## config.mk

```make
export PLATFORM = sky130hd
export DESIGN_NAME = rmw_alu_top
export DESIGN_NICKNAME = d
export VERILOG_FILES = /design/src/rtl/rmw_pkg.sv /design/src/rtl/rmw_shift_unit.sv /design/src/rtl/rmw_arith_unit.sv /design/src/rtl/rmw_xfer_unit.sv /design/src/rtl/rmw_alu_top.sv
export SDC_FILE = /design/constraint.sdc
export NUM_CORES = 1
export LEC_CHECK = 0
export ABC_CLOCK_PERIOD_IN_PS = 4700
export BUFFER_PORTS_ARGS = -buffer_cell sky130_fd_sc_hd__buf_2
export CORE_MARGIN = 2
export CORE_UTILIZATION = 59
export CTS_CLUSTER_DIAMETER = 100
export DETAILED_ROUTE_END_ITERATION = 8
export PLACE_DENSITY = 0.88
export SETUP_SLACK_MARGIN = 0.2
export SYNTH_ARGS = -nofsm -noshare
export SYNTH_HDL_FRONTEND = slang
export SYNTH_SLANG_ARGS = --single-unit
```

## constraint.sdc

```tcl
create_clock -name clk -period 4.7 [get_ports clk]
set_input_delay 0.705 -clock clk [delete_from_list [all_inputs] [get_ports clk]]
set_output_delay 0.705 -clock clk [all_outputs]
set_load 0.05 [all_outputs]
```

## src/rtl/rmw_pkg.sv

```systemverilog
package rmw_pkg;

    localparam int unsigned OP_W     = 4;
    localparam int unsigned OP_LEGAL = 10;

    typedef enum logic [OP_W-1:0] {
        OP_ASL_OR     = 4'd0,
        OP_ROL_AND    = 4'd1,
        OP_LSR_XOR    = 4'd2,
        OP_ROR_ADC    = 4'd3,
        OP_DEC_CMP    = 4'd4,
        OP_INC_SBC    = 4'd5,
        OP_STORE_AX   = 4'd6,
        OP_LOAD_AX    = 4'd7,
        OP_LOAD_SPAND = 4'd8,
        OP_AX_SUB     = 4'd9
    } op_e;

    typedef struct packed {
        logic n;
        logic z;
        logic c;
        logic v;
    } flags_t;

    typedef enum logic [1:0] {
        ST_IDLE   = 2'd0,
        ST_COMMIT = 2'd1,
        ST_TRAP   = 2'd2
    } state_e;

    // destination enable bit positions
    localparam int unsigned WE_MEM = 0;
    localparam int unsigned WE_ACC = 1;
    localparam int unsigned WE_IDX = 2;
    localparam int unsigned WE_SP  = 3;
    localparam int unsigned WE_N   = 4;

endpackage

```

## src/rtl/rmw_shift_unit.sv

```systemverilog
module rmw_shift_unit
    import rmw_pkg::*;
#(
    parameter int unsigned DATA_W = 8
) (
    input  op_e               op_i,
    input  logic [DATA_W-1:0] operand_i,
    input  logic [DATA_W-1:0] acc_i,
    input  flags_t            flg_i,
    output logic [DATA_W-1:0] mem_o,
    output logic [DATA_W-1:0] acc_o,
    output flags_t            flg_o
);
    localparam int unsigned SUM_W = DATA_W + 1;

    logic [SUM_W-1:0] sum;

    always_comb begin
        mem_o = operand_i;
        acc_o = acc_i;
        flg_o = flg_i;
        sum   = '0;
        case (op_i)
            OP_ASL_OR: begin
                mem_o   = {operand_i[DATA_W-2:0], 1'b0};
                acc_o   = acc_i | mem_o;
                flg_o.c = operand_i[DATA_W-1];
            end
            OP_ROL_AND: begin
                mem_o   = {operand_i[DATA_W-2:0], flg_i.c};
                acc_o   = acc_i & mem_o;
                flg_o.c = operand_i[DATA_W-1];
            end
            OP_LSR_XOR: begin
                mem_o   = {1'b0, operand_i[DATA_W-1:1]};
                acc_o   = acc_i ^ mem_o;
                flg_o.c = operand_i[0];
            end
            OP_ROR_ADC: begin
                mem_o   = {flg_i.c, operand_i[DATA_W-1:1]};
                // the bit shifted out becomes the carry into the add
                sum     = {1'b0, acc_i} + {1'b0, mem_o} + SUM_W'(operand_i[0]);
                acc_o   = sum[DATA_W-1:0];
                flg_o.c = sum[DATA_W];
                flg_o.v = ~(acc_i[DATA_W-1] ^ mem_o[DATA_W-1])
                        & (acc_i[DATA_W-1] ^ acc_o[DATA_W-1]);
            end
            default: ;
        endcase
        flg_o.n = acc_o[DATA_W-1];
        flg_o.z = (acc_o == '0);
    end

endmodule

```

## src/rtl/rmw_arith_unit.sv

```systemverilog
module rmw_arith_unit
    import rmw_pkg::*;
#(
    parameter int unsigned DATA_W = 8
) (
    input  op_e               op_i,
    input  logic [DATA_W-1:0] operand_i,
    input  logic [DATA_W-1:0] acc_i,
    input  logic [DATA_W-1:0] idx_i,
    input  flags_t            flg_i,
    output logic [DATA_W-1:0] mem_o,
    output logic [DATA_W-1:0] acc_o,
    output logic [DATA_W-1:0] idx_o,
    output flags_t            flg_o
);
    localparam int unsigned SUM_W = DATA_W + 1;

    logic [SUM_W-1:0]  diff;
    logic [DATA_W-1:0] flag_src;
    logic [DATA_W-1:0] masked;

    always_comb begin
        mem_o    = operand_i;
        acc_o    = acc_i;
        idx_o    = idx_i;
        flg_o    = flg_i;
        diff     = '0;
        flag_src = '0;
        masked   = acc_i & idx_i;
        case (op_i)
            OP_DEC_CMP: begin
                mem_o    = operand_i - DATA_W'(1);
                flg_o.c  = (acc_i >= mem_o);
                flag_src = acc_i - mem_o;
            end
            OP_INC_SBC: begin
                mem_o    = operand_i + DATA_W'(1);
                // subtract as add of complement, carry-in is "no borrow"
                diff     = {1'b0, acc_i} + {1'b0, ~mem_o} + SUM_W'(flg_i.c);
                acc_o    = diff[DATA_W-1:0];
                flg_o.c  = diff[DATA_W];
                flg_o.v  = (acc_i[DATA_W-1] ^ mem_o[DATA_W-1])
                         & (acc_i[DATA_W-1] ^ acc_o[DATA_W-1]);
                flag_src = acc_o;
            end
            OP_AX_SUB: begin
                idx_o    = masked - operand_i;
                flg_o.c  = (masked >= operand_i);
                flag_src = idx_o;
            end
            default: ;
        endcase
        flg_o.n = flag_src[DATA_W-1];
        flg_o.z = (flag_src == '0);
    end

endmodule

```

## src/rtl/rmw_xfer_unit.sv

```systemverilog
module rmw_xfer_unit
    import rmw_pkg::*;
#(
    parameter int unsigned DATA_W = 8
) (
    input  op_e               op_i,
    input  logic [DATA_W-1:0] operand_i,
    input  logic [DATA_W-1:0] acc_i,
    input  logic [DATA_W-1:0] idx_i,
    input  logic [DATA_W-1:0] sp_i,
    output logic [DATA_W-1:0] mem_o,
    output logic [DATA_W-1:0] load_o,
    output logic              n_o,
    output logic              z_o
);
    always_comb begin
        mem_o  = acc_i & idx_i;
        load_o = operand_i;
        if (op_i == OP_LOAD_SPAND) begin
            load_o = operand_i & sp_i;
        end
        n_o = load_o[DATA_W-1];
        z_o = (load_o == '0);
    end

endmodule

```

## src/rtl/rmw_alu_top.sv

```systemverilog
module rmw_alu_top
    import rmw_pkg::*;
#(
    parameter int unsigned DATA_W = 8
) (
    input  logic              clk,
    input  logic              rst_n,
    input  logic              valid_i,
    input  logic [3:0]        op_i,
    input  logic [DATA_W-1:0] operand_i,
    input  logic [DATA_W-1:0] acc_i,
    input  logic [DATA_W-1:0] idx_i,
    input  logic [DATA_W-1:0] sp_i,
    input  logic              n_i,
    input  logic              z_i,
    input  logic              c_i,
    input  logic              v_i,
    output logic [DATA_W-1:0] mem_data_o,
    output logic              mem_we_o,
    output logic [DATA_W-1:0] acc_o,
    output logic              acc_we_o,
    output logic [DATA_W-1:0] idx_o,
    output logic              idx_we_o,
    output logic [DATA_W-1:0] sp_o,
    output logic              sp_we_o,
    output logic              n_o,
    output logic              z_o,
    output logic              c_o,
    output logic              v_o,
    output logic              done_o,
    output logic              illegal_o
);
    localparam int unsigned WE_W = WE_N;

    op_e    op_cast;
    flags_t flg_in;
    assign op_cast = op_e'(op_i);
    assign flg_in  = '{n: n_i, z: z_i, c: c_i, v: v_i};

    // ---------------- operation units ----------------
    logic [DATA_W-1:0] sh_mem, sh_acc;
    flags_t            sh_flg;
    logic [DATA_W-1:0] ar_mem, ar_acc, ar_idx;
    flags_t            ar_flg;
    logic [DATA_W-1:0] xf_mem, xf_load;
    logic              xf_n, xf_z;

    rmw_shift_unit #(.DATA_W(DATA_W)) u_shift (
        .op_i(op_cast), .operand_i(operand_i), .acc_i(acc_i), .flg_i(flg_in),
        .mem_o(sh_mem), .acc_o(sh_acc), .flg_o(sh_flg)
    );

    rmw_arith_unit #(.DATA_W(DATA_W)) u_arith (
        .op_i(op_cast), .operand_i(operand_i), .acc_i(acc_i), .idx_i(idx_i),
        .flg_i(flg_in), .mem_o(ar_mem), .acc_o(ar_acc), .idx_o(ar_idx),
        .flg_o(ar_flg)
    );

    rmw_xfer_unit #(.DATA_W(DATA_W)) u_xfer (
        .op_i(op_cast), .operand_i(operand_i), .acc_i(acc_i), .idx_i(idx_i),
        .sp_i(sp_i), .mem_o(xf_mem), .load_o(xf_load), .n_o(xf_n), .z_o(xf_z)
    );

    // ---------------- result selection ----------------
    logic [DATA_W-1:0] nx_mem, nx_acc, nx_idx, nx_sp;
    logic [WE_W-1:0]   nx_we;
    flags_t            nx_flg;
    logic              legal;

    always_comb begin
        nx_mem = sh_mem;
        nx_acc = acc_i;
        nx_idx = idx_i;
        nx_sp  = sp_i;
        nx_we  = '0;
        nx_flg = flg_in;
        legal  = 1'b1;
        case (op_i)
            OP_ASL_OR, OP_ROL_AND, OP_LSR_XOR, OP_ROR_ADC: begin
                nx_mem = sh_mem;
                nx_acc = sh_acc;
                nx_flg = sh_flg;
                nx_we[WE_MEM] = 1'b1;
                nx_we[WE_ACC] = 1'b1;
            end
            OP_DEC_CMP: begin
                nx_mem = ar_mem;
                nx_flg = ar_flg;
                nx_we[WE_MEM] = 1'b1;
            end
            OP_INC_SBC: begin
                nx_mem = ar_mem;
                nx_acc = ar_acc;
                nx_flg = ar_flg;
                nx_we[WE_MEM] = 1'b1;
                nx_we[WE_ACC] = 1'b1;
            end
            OP_AX_SUB: begin
                nx_idx = ar_idx;
                nx_flg = ar_flg;
                nx_we[WE_IDX] = 1'b1;
            end
            OP_STORE_AX: begin
                nx_mem = xf_mem;
                nx_we[WE_MEM] = 1'b1;
            end
            OP_LOAD_AX: begin
                nx_acc   = xf_load;
                nx_idx   = xf_load;
                nx_flg.n = xf_n;
                nx_flg.z = xf_z;
                nx_we[WE_ACC] = 1'b1;
                nx_we[WE_IDX] = 1'b1;
            end
            OP_LOAD_SPAND: begin
                nx_acc   = xf_load;
                nx_idx   = xf_load;
                nx_sp    = xf_load;
                nx_flg.n = xf_n;
                nx_flg.z = xf_z;
                nx_we[WE_ACC] = 1'b1;
                nx_we[WE_IDX] = 1'b1;
                nx_we[WE_SP]  = 1'b1;
            end
            default: begin
                legal = 1'b0;
            end
        endcase
    end

    // ---------------- controller ----------------
    state_e state_q, state_d;

    always_comb begin
        if (valid_i) begin
            state_d = legal ? ST_COMMIT : ST_TRAP;   // accept / reject
        end else begin
            state_d = ST_IDLE;                        // settle
        end
    end

    always_ff @(posedge clk or negedge rst_n) begin
        if (!rst_n) begin
            state_q <= ST_IDLE;                       // clear
        end else begin
            state_q <= state_d;
        end
    end

    // ---------------- result registers ----------------
    logic [DATA_W-1:0] mem_q, acc_q, idx_q, sp_q;
    logic [WE_W-1:0]   we_q;
    flags_t            flg_q;

    always_ff @(posedge clk or negedge rst_n) begin
        if (!rst_n) begin
            mem_q <= '0;
            acc_q <= '0;
            idx_q <= '0;
            sp_q  <= '0;
            we_q  <= '0;
            flg_q <= '0;
        end else if (valid_i) begin
            flg_q <= nx_flg;
            we_q  <= nx_we;
            if (legal) begin
                mem_q <= nx_mem;
                acc_q <= nx_acc;
                idx_q <= nx_idx;
                sp_q  <= nx_sp;
            end
        end
    end

    // ---------------- output process ----------------
    logic committing;

    always_comb begin
        committing = 1'b0;
        done_o     = 1'b0;
        illegal_o  = 1'b0;
        unique case (state_q)
            ST_IDLE:   ;
            ST_COMMIT: begin
                committing = 1'b1;
                done_o     = 1'b1;
            end
            ST_TRAP:   illegal_o = 1'b1;
            default:   ;
        endcase
        mem_we_o   = committing & we_q[WE_MEM];
        acc_we_o   = committing & we_q[WE_ACC];
        idx_we_o   = committing & we_q[WE_IDX];
        sp_we_o    = committing & we_q[WE_SP];
        mem_data_o = mem_q;
        acc_o      = acc_q;
        idx_o      = idx_q;
        sp_o       = sp_q;
        n_o        = flg_q.n;
        z_o        = flg_q.z;
        c_o        = flg_q.c;
        v_o        = flg_q.v;
    end

    // ---------------- assertions ----------------
    p_illegal_quiet_r11: assert property (@(posedge clk) disable iff (!rst_n)
        illegal_o |-> !(mem_we_o || acc_we_o || idx_we_o || sp_we_o || done_o));

    p_illegal_flags_r11: assert property (@(posedge clk) disable iff (!rst_n)
        illegal_o |-> ({n_o, z_o, c_o, v_o} == $past({n_i, z_i, c_i, v_i})));

    p_no_strobe_quiet_r12: assert property (@(posedge clk) disable iff (!rst_n)
        !$past(valid_i) |-> !(done_o || illegal_o || mem_we_o || acc_we_o));

    p_store_flags_r7: assert property (@(posedge clk) disable iff (!rst_n)
        (done_o && $past(op_i) == OP_STORE_AX)
            |-> ({n_o, z_o, c_o, v_o} == $past({n_i, z_i, c_i, v_i}) && mem_we_o && !acc_we_o));

    p_cmp_keeps_acc_r5: assert property (@(posedge clk) disable iff (!rst_n)
        (done_o && $past(op_i) == OP_DEC_CMP) |-> (!acc_we_o && mem_we_o && v_o == $past(v_i)));

    p_sub_keeps_v_r9: assert property (@(posedge clk) disable iff (!rst_n)
        (done_o && $past(op_i) == OP_AX_SUB) |-> (v_o == $past(v_i) && idx_we_o && !mem_we_o));

    p_done_onehot_r12: assert property (@(posedge clk) disable iff (!rst_n)
        $onehot0({done_o, illegal_o}));

endmodule

```

==> results.sh, run 1 <==
export IMPL_outcome="finished, final reports clean"
export IMPL_finalPower_mw=1.52
export IMPL_design_area_mm2=0.00506
export IMPL_grt_max_degree=50
export IMPL_fin_skew_ns=0
export IMPL_cts_root_buf="clkbuf_8"
export IMPL_start_kind="primary input"
export IMPL_dpl_hpwl_um=12300
export IMPL_rows=31
export IMPL_drive_above_1_share_pct=17.5
export IMPL_clk_path_buf_depth=2
export IMPL_drt_iter0_drc=486
export IMPL_io_buffers=84
export IMPL_first_global_vias=4607
export IMPL_power_density_mw_per_mm2=300
export IMPL_synth_avg_cell_area_um2=7.91
export IMPL_routabilityCongestion=1.08
export IMPL_core_mm2=0.00733
export IMPL_period_share_pct=73.3
export IMPL_drt_vias_per_instance=6.76
export IMPL_async_flop_share_pct=100
export IMPL_p_leak_nw=2.28
export IMPL_r2r_start="z_o"
export IMPL_dieArea_mm2=0.00833
export IMPL_path_clk_slew_ns=0.09
export IMPL_worst_r2r_cell_count=6
export IMPL_cp_required_ns=4.96
export IMPL_hold_path_class="flip-flop to flip-flop"
export IMPL_ys_seq_area_share_pct=23.4
export IMPL_synthTopCellsByArea="dfrtp_1 23%, ha_1 9.2%, o21ai_0 6.1%"
export IMPL_synth_top_area_share_pct=23.4
export IMPL_path_class="primary input to flip-flop"
export IMPL_synth_largest_area_cell="dfrtp_1"
export IMPL_hold_buffers=0
export IMPL_route_vias_total=4930
export IMPL_clock_sinks=42
export IMPL_ant_nets=0
export IMPL_grt_pass1_wl_um=24800
export IMPL_finalHoldViolCount=0
export IMPL_cts_tree="done"
export IMPL_area_growth_pct=12.6
export IMPL_placed_area_mm2=0.00492
export IMPL_instances_no_fill=729
export IMPL_drtPass1Iterations=6
export IMPL_min_period_ns=3.45
export IMPL_fmax_mhz=290
export IMPL_synthDistinctLibCells=70
export IMPL_cts_setup_buffers=0
export IMPL_cp_arrival_ns=3.71
export IMPL_irDropWorstVdd_mv=0.200
export IMPL_slew_violations=0
export IMPL_ctsResizeCount=0
export IMPL_wl_per_cell_um=21.7
export IMPL_setup_violations_final=0
export IMPL_regToRegEndpoint="z_o"
export IMPL_globalRouteTotalUtil_pct=38.3
export IMPL_io_pins=85
export IMPL_dp_cells=721
export IMPL_maxCapViolCount=0
export IMPL_slew_headroom_pct=36.4
export IMPL_hold_slack_ns=0.482
export IMPL_fp_dieH_um=91.3
export IMPL_synth_edff_count=0
export IMPL_min_to="acc_o[3]"
export IMPL_ys_ff_latch=42
export IMPL_worstHoldStart="acc_o[3]"
export IMPL_num_antenna_cells=0
export IMPL_antenna_found_initial=0
export IMPL_synth_warnings=0
export IMPL_rsz0062_at_grt="no"
export IMPL_numCtsBuffers=5
export IMPL_tightest_slew_ns=0.953
export IMPL_grt_overflow=0
export IMPL_cp_max_fo=12
export IMPL_ys_flop_type="dfrtp_1"
export IMPL_drcViolationCount=0
export IMPL_drt_wl_total_um=15800
export IMPL_syn_area_mm2=0.00449
export IMPL_tns_ns=0
export IMPL_clkLatencyLatePin_ns=0.31
export IMPL_dieWidth_um=91.3
export IMPL_nets=711
export IMPL_min_path_cells=2
export IMPL_cts_max_level=2
export IMPL_initial_core_util_pct=61.3
export IMPL_synthCells=568
export IMPL_r2r_slack_ns=2.79
export IMPL_syn_num_nets=650
export IMPL_endpoint_kind="flip-flop"
-- per-layer routing --
metal / part of all wire [%] / track usage [%]
met5: 0 / 0
met4: 4.2 / 15.9
met2: 45 / 61.0
met1: 40 / 51.3
met3: 10 / 6.80
-- flip-flops by register name, summed over array words and instances, names as in the netlist --
name / count
acc_o: 8
idx_o: 8
mem_data_o: 8
sp_o: 8
we_q: 4
state_q: 2
c_o: 1
n_o: 1
v_o: 1
z_o: 1
-- per-stage QoR --
stage | setup WS, ns | utilization [%]
2_1_floorplan | 1.34 | -
3_3_place_gp | 1.04 | 67.1
3_5_place_dp | 1.00 | 67.1
4_1_cts | 1.31 | 69.0
5_1_grt | 1.09 | 69.0
6_report | 1.25 | 69.0
-- logic make-up after synthesis --
group,after synthesis,share of synthesized area [%]
adders and majority gates,45,13.2
xor gates and xnor gates,29,5.65
AOI/OAI and AO/OA,186,27.7
buffers and inverters,62,5.54
and+or+nand+nor,189,21.0
DFF,42,23.4
muxes,15,3.45
-- layout by cell type, fill, tap and decap left out, types with 6 or more instances in the layout --
master,netlist,layout
nand3_1,11,11
nor2_1,50,50
o22ai_1,9,9
fa_1,6,6
a221oi_1,9,9
and2_1,6,6
ha_1,33,33
xor2_1,6,6
o21a_1,7,7
inv_1,26,26
buf_2,4,84
a21o_1,6,6
o21ai_0,55,55
a21boi_0,6,6
xnor2_1,23,23
nand4_1,6,6
maj3_1,6,6
nor3_1,13,13
a31oi_1,13,13
nor2b_1,9,9
dfrtp_1,42,42
nand2_1,60,60
a211oi_1,9,9
a21oi_1,22,22
mux2i_1,11,11
-- synthesized netlist by cell type (all sizes together) (3+ instances only) --
| cell type | number |
|---|---|
| nand2 | 61 |
| o21ai | 57 |
| nor2 | 50 |
| dfrtp | 42 |
| ha | 33 |
| inv | 27 |
| clkbuf | 24 |
| a21oi | 23 |
| xnor2 | 23 |
| a31oi | 14 |
| nor3 | 14 |
| mux2i | 11 |
| nand3 | 11 |
| nor2b | 10 |
| a211oi | 9 |
| a221oi | 9 |
| buf | 9 |
| o22ai | 9 |
| o21a | 7 |
| a21boi | 6 |
| a21o | 6 |
| and2 | 6 |
| fa | 6 |
| maj3 | 6 |
| nand4 | 6 |
| xor2 | 6 |
| a211o | 5 |
| o211ai | 5 |
| or3 | 5 |
| a22o | 4 |
| a41oi | 4 |
| mux2 | 4 |
| nor4 | 4 |
| o31ai | 4 |
| a311oi | 3 |
| and3 | 3 |
| nor3b | 3 |
| nor4b | 3 |
| o2111ai | 3 |
| o21bai | 3 |
| o31a | 3 |
-- how the worst max path moves through the flow --
stage | startpoint | end | slack, ns | cells after the start
floorplan | operand_i[1] | acc_o[6] | 1.34 | 12
global placement | operand_i[0] | z_o | 1.04 | 12
detailed placement | operand_i[0] | z_o | 1.00 | 11
CTS | operand_i[0] | z_o | 1.31 | 11
global route | operand_i[0] | z_o | 1.09 | 12
finish | operand_i[0] | z_o | 1.25 | 11
-- worst max-delay path, cell delays in order --
cell and delay [ns]:
buf_2 0.24, inv_1 0.16, ha_1 0.41, ha_1 0.34, nor2b_4 0.14, o2111ai_1 0.32
a21oi_1 0.10, or4b_1 0.53, o41ai_2 0.37, and4b_1 0.26, a211o_1 0.12
-- power breakdown --
group | internal (mW) | switching (mW) | total (mW)
registers | 0.413 | 0.0293 | 0.442
clock network | 0.213 | 0.140 | 0.353
logic | 0.219 | 0.501 | 0.720
total | 0.845 | 0.671 | 1.52
-- layout make-up --
| class | count | area (um^2) |
|---|---|---|
| multi-input combinational | 464 | 3190 |
| tap | 99 | 124 |
| fill | 647 | 2270 |
| clock inverter | 3 | 68.8 |
| sequential | 42 | 1050 |
| timing repair buffer | 87 | 443 |
| inverter | 29 | 109 |
| clock buffer | 5 | 68.8 |
No activity file was read; power rests on OpenSTA's default activity.
==> run 2, diff against run 1 <==
Settings changed: ABC_CLOCK_PERIOD_IN_PS 4700 to 3520, CORE_UTILIZATION 59 to 57, PLACE_DENSITY 0.88 to 0.86.
Clock period 4.7 ns to 3.52 ns, I/O delays scaled along.
==> run 2 against run 1 <==
  * Die area increased by 3.4%
  * Worst setup slack got worse by 0.91 ns
  * Clock skew unchanged
  * Hold slack got worse by 0.11 ns
  * Sequential power increased by 33%
  * Critical path type unchanged
  * Largest power group unchanged
==> results.sh, run 2 (same netlist as run 1, synthesis figures left out) <==
export IMPL_outcome="finished, final reports clean"
export IMPL_cp_max_fo=7
export IMPL_wl_per_cell_um=22.4
export IMPL_min_period_ns=3.18
export IMPL_p_leak_nw=2.34
export IMPL_ant_nets=0
export IMPL_area_growth_pct=14.5
export IMPL_final_cell_mix="84 x buf_2, 60 x nand2_1, 55 x o21ai_0"
export IMPL_slew_headroom_pct=36.5
export IMPL_fillers=696
export IMPL_path_clk_slew_ns=0.09
export IMPL_finalHoldViolCount=0
export IMPL_irDropWorstVdd_mv=0.251
export IMPL_grt_max_degree=43
export IMPL_final_common_cell="buf_2"
export IMPL_rsz0062_at_grt="no"
export IMPL_drtPass1Iterations=5
export IMPL_power_density_mw_per_mm2=369
export IMPL_drt_wl_total_um=16800
export IMPL_grt_overflow=0
export IMPL_routabilityCongestion=1.01
export IMPL_cp_required_ns=3.75
export IMPL_antenna_found_initial=0
export IMPL_r2r_start="z_o"
export IMPL_drt_iter0_drc=586
export IMPL_crit_path_start="operand_i[0]"
export IMPL_cts_tree="done"
export IMPL_io_buffers=84
export IMPL_endpoint_kind="flip-flop"
export IMPL_fin_skew_ns=0
export IMPL_dpl_hpwl_um=13200
export IMPL_drive_above_1_share_pct=19.6
export IMPL_slew_violations=0
export IMPL_numCtsBuffers=5
export IMPL_tightest_slew_ns=0.952
export IMPL_dieWidth_um=92.8
export IMPL_rows=32
export IMPL_initial_core_util_pct=58.4
export IMPL_hold_buffers=0
export IMPL_period_share_pct=90.2
export IMPL_ctsResizeCount=0
export IMPL_first_global_vias=4819
export IMPL_start_kind="primary input"
export IMPL_path_class="primary input to flip-flop"
export IMPL_cp_arrival_ns=3.41
export IMPL_drt_vias_per_instance=6.71
export IMPL_route_vias_total=5028
export IMPL_cts_max_level=2
export IMPL_hold_slack_ns=0.375
export IMPL_cts_root_buf="clkbuf_8"
export IMPL_core_mm2=0.00769
export IMPL_cts_setup_buffers=0
export IMPL_tns_ns=0
export IMPL_clk_path_buf_depth=2
export IMPL_fmax_mhz=315
export IMPL_grt_pass1_wl_um=26000
export IMPL_drcViolationCount=0
export IMPL_fp_dieH_um=92.8
export IMPL_num_antenna_cells=0
export IMPL_hold_path_class="primary input to async pin"
export IMPL_globalRouteTotalUtil_pct=39.2
export IMPL_maxCapViolCount=0
export IMPL_clock_sinks=42
export IMPL_io_pins=85
export IMPL_setup_violations_final=0
export IMPL_dieArea_mm2=0.00861
export IMPL_clkLatencyLatePin_ns=0.30
export IMPL_nets=728
[run 2: path summary, 6_finish.rpt]
kind / cells past startpoint / slack [ns] / end
setup reg to reg: 6 / 1.66 / z_o
min in group clk: 2 / 0.48 / sp_o[7]
max in group asynchronous: 1 / 2.56 / z_o
setup / recovery: 11 / 0.34 / z_o
hold reg to reg: 2 / 0.48 / sp_o[7]
hold / removal: 1 / 0.38 / acc_o[4]
[run 2: metal layers]
| metal | GRT usage [%] | part of all wire (%) |
|---|---|---|
| met1 | 52.8 | 41 |
| met3 | 5.94 | 9.7 |
| met4 | 18.3 | 5.2 |
| met2 | 61.9 | 44 |
| met5 | 0 | 0 |
[run 2: metrics by stage]
step / utilization (%) / cell area, um^2 / power, mW / setup WS, ns / instances
CTS: 66.8 / 5140 / 1.87 / 0.378 / 749
global placement: 65.7 / 5050 / 1.54 / 0.197 / 741
detailed placement: 65.7 / 5050 / 1.56 / 0.0919 / 741
finish: 66.9 / 5140 / 1.90 / 0.345 / 749
floorplan: - / 4490 / 1.28 / 0.339 / 568
global route: 66.9 / 5140 / 1.99 / 0.205 / 749
[run 2: area by class of cell]
class	instances	area (um^2)	area share [%]
timing repair buffer	104	571	11.1
multi-input combinational	464	3200	62.2
clock inverter	2	13.8	0.268
inverter	29	109	2.12
clock buffer	6	72.6	1.41
sequential	42	1050	20.4
tap	102	128	2.48
[run 2: critical path: stages]
cell	delay, ns
buf_2	0.17
inv_1	0.08
ha_1	0.38
ha_1	0.32
nor2b_4	0.14
o2111ai_1	0.30
a21oi_1	0.11
or4b_1	0.56
o41ai_2	0.44
and4b_1	0.26
a211o_1	0.13
[run 2: power breakdown]
group	switching, mW	leakage [nW]	internal (mW)	total, mW
clock network	0.180	0.0452	0.140	0.321
registers	0.0383	0.508	0.551	0.590
logic	0.685	1.78	0.304	0.988
total	0.903	2.34	0.995	1.90
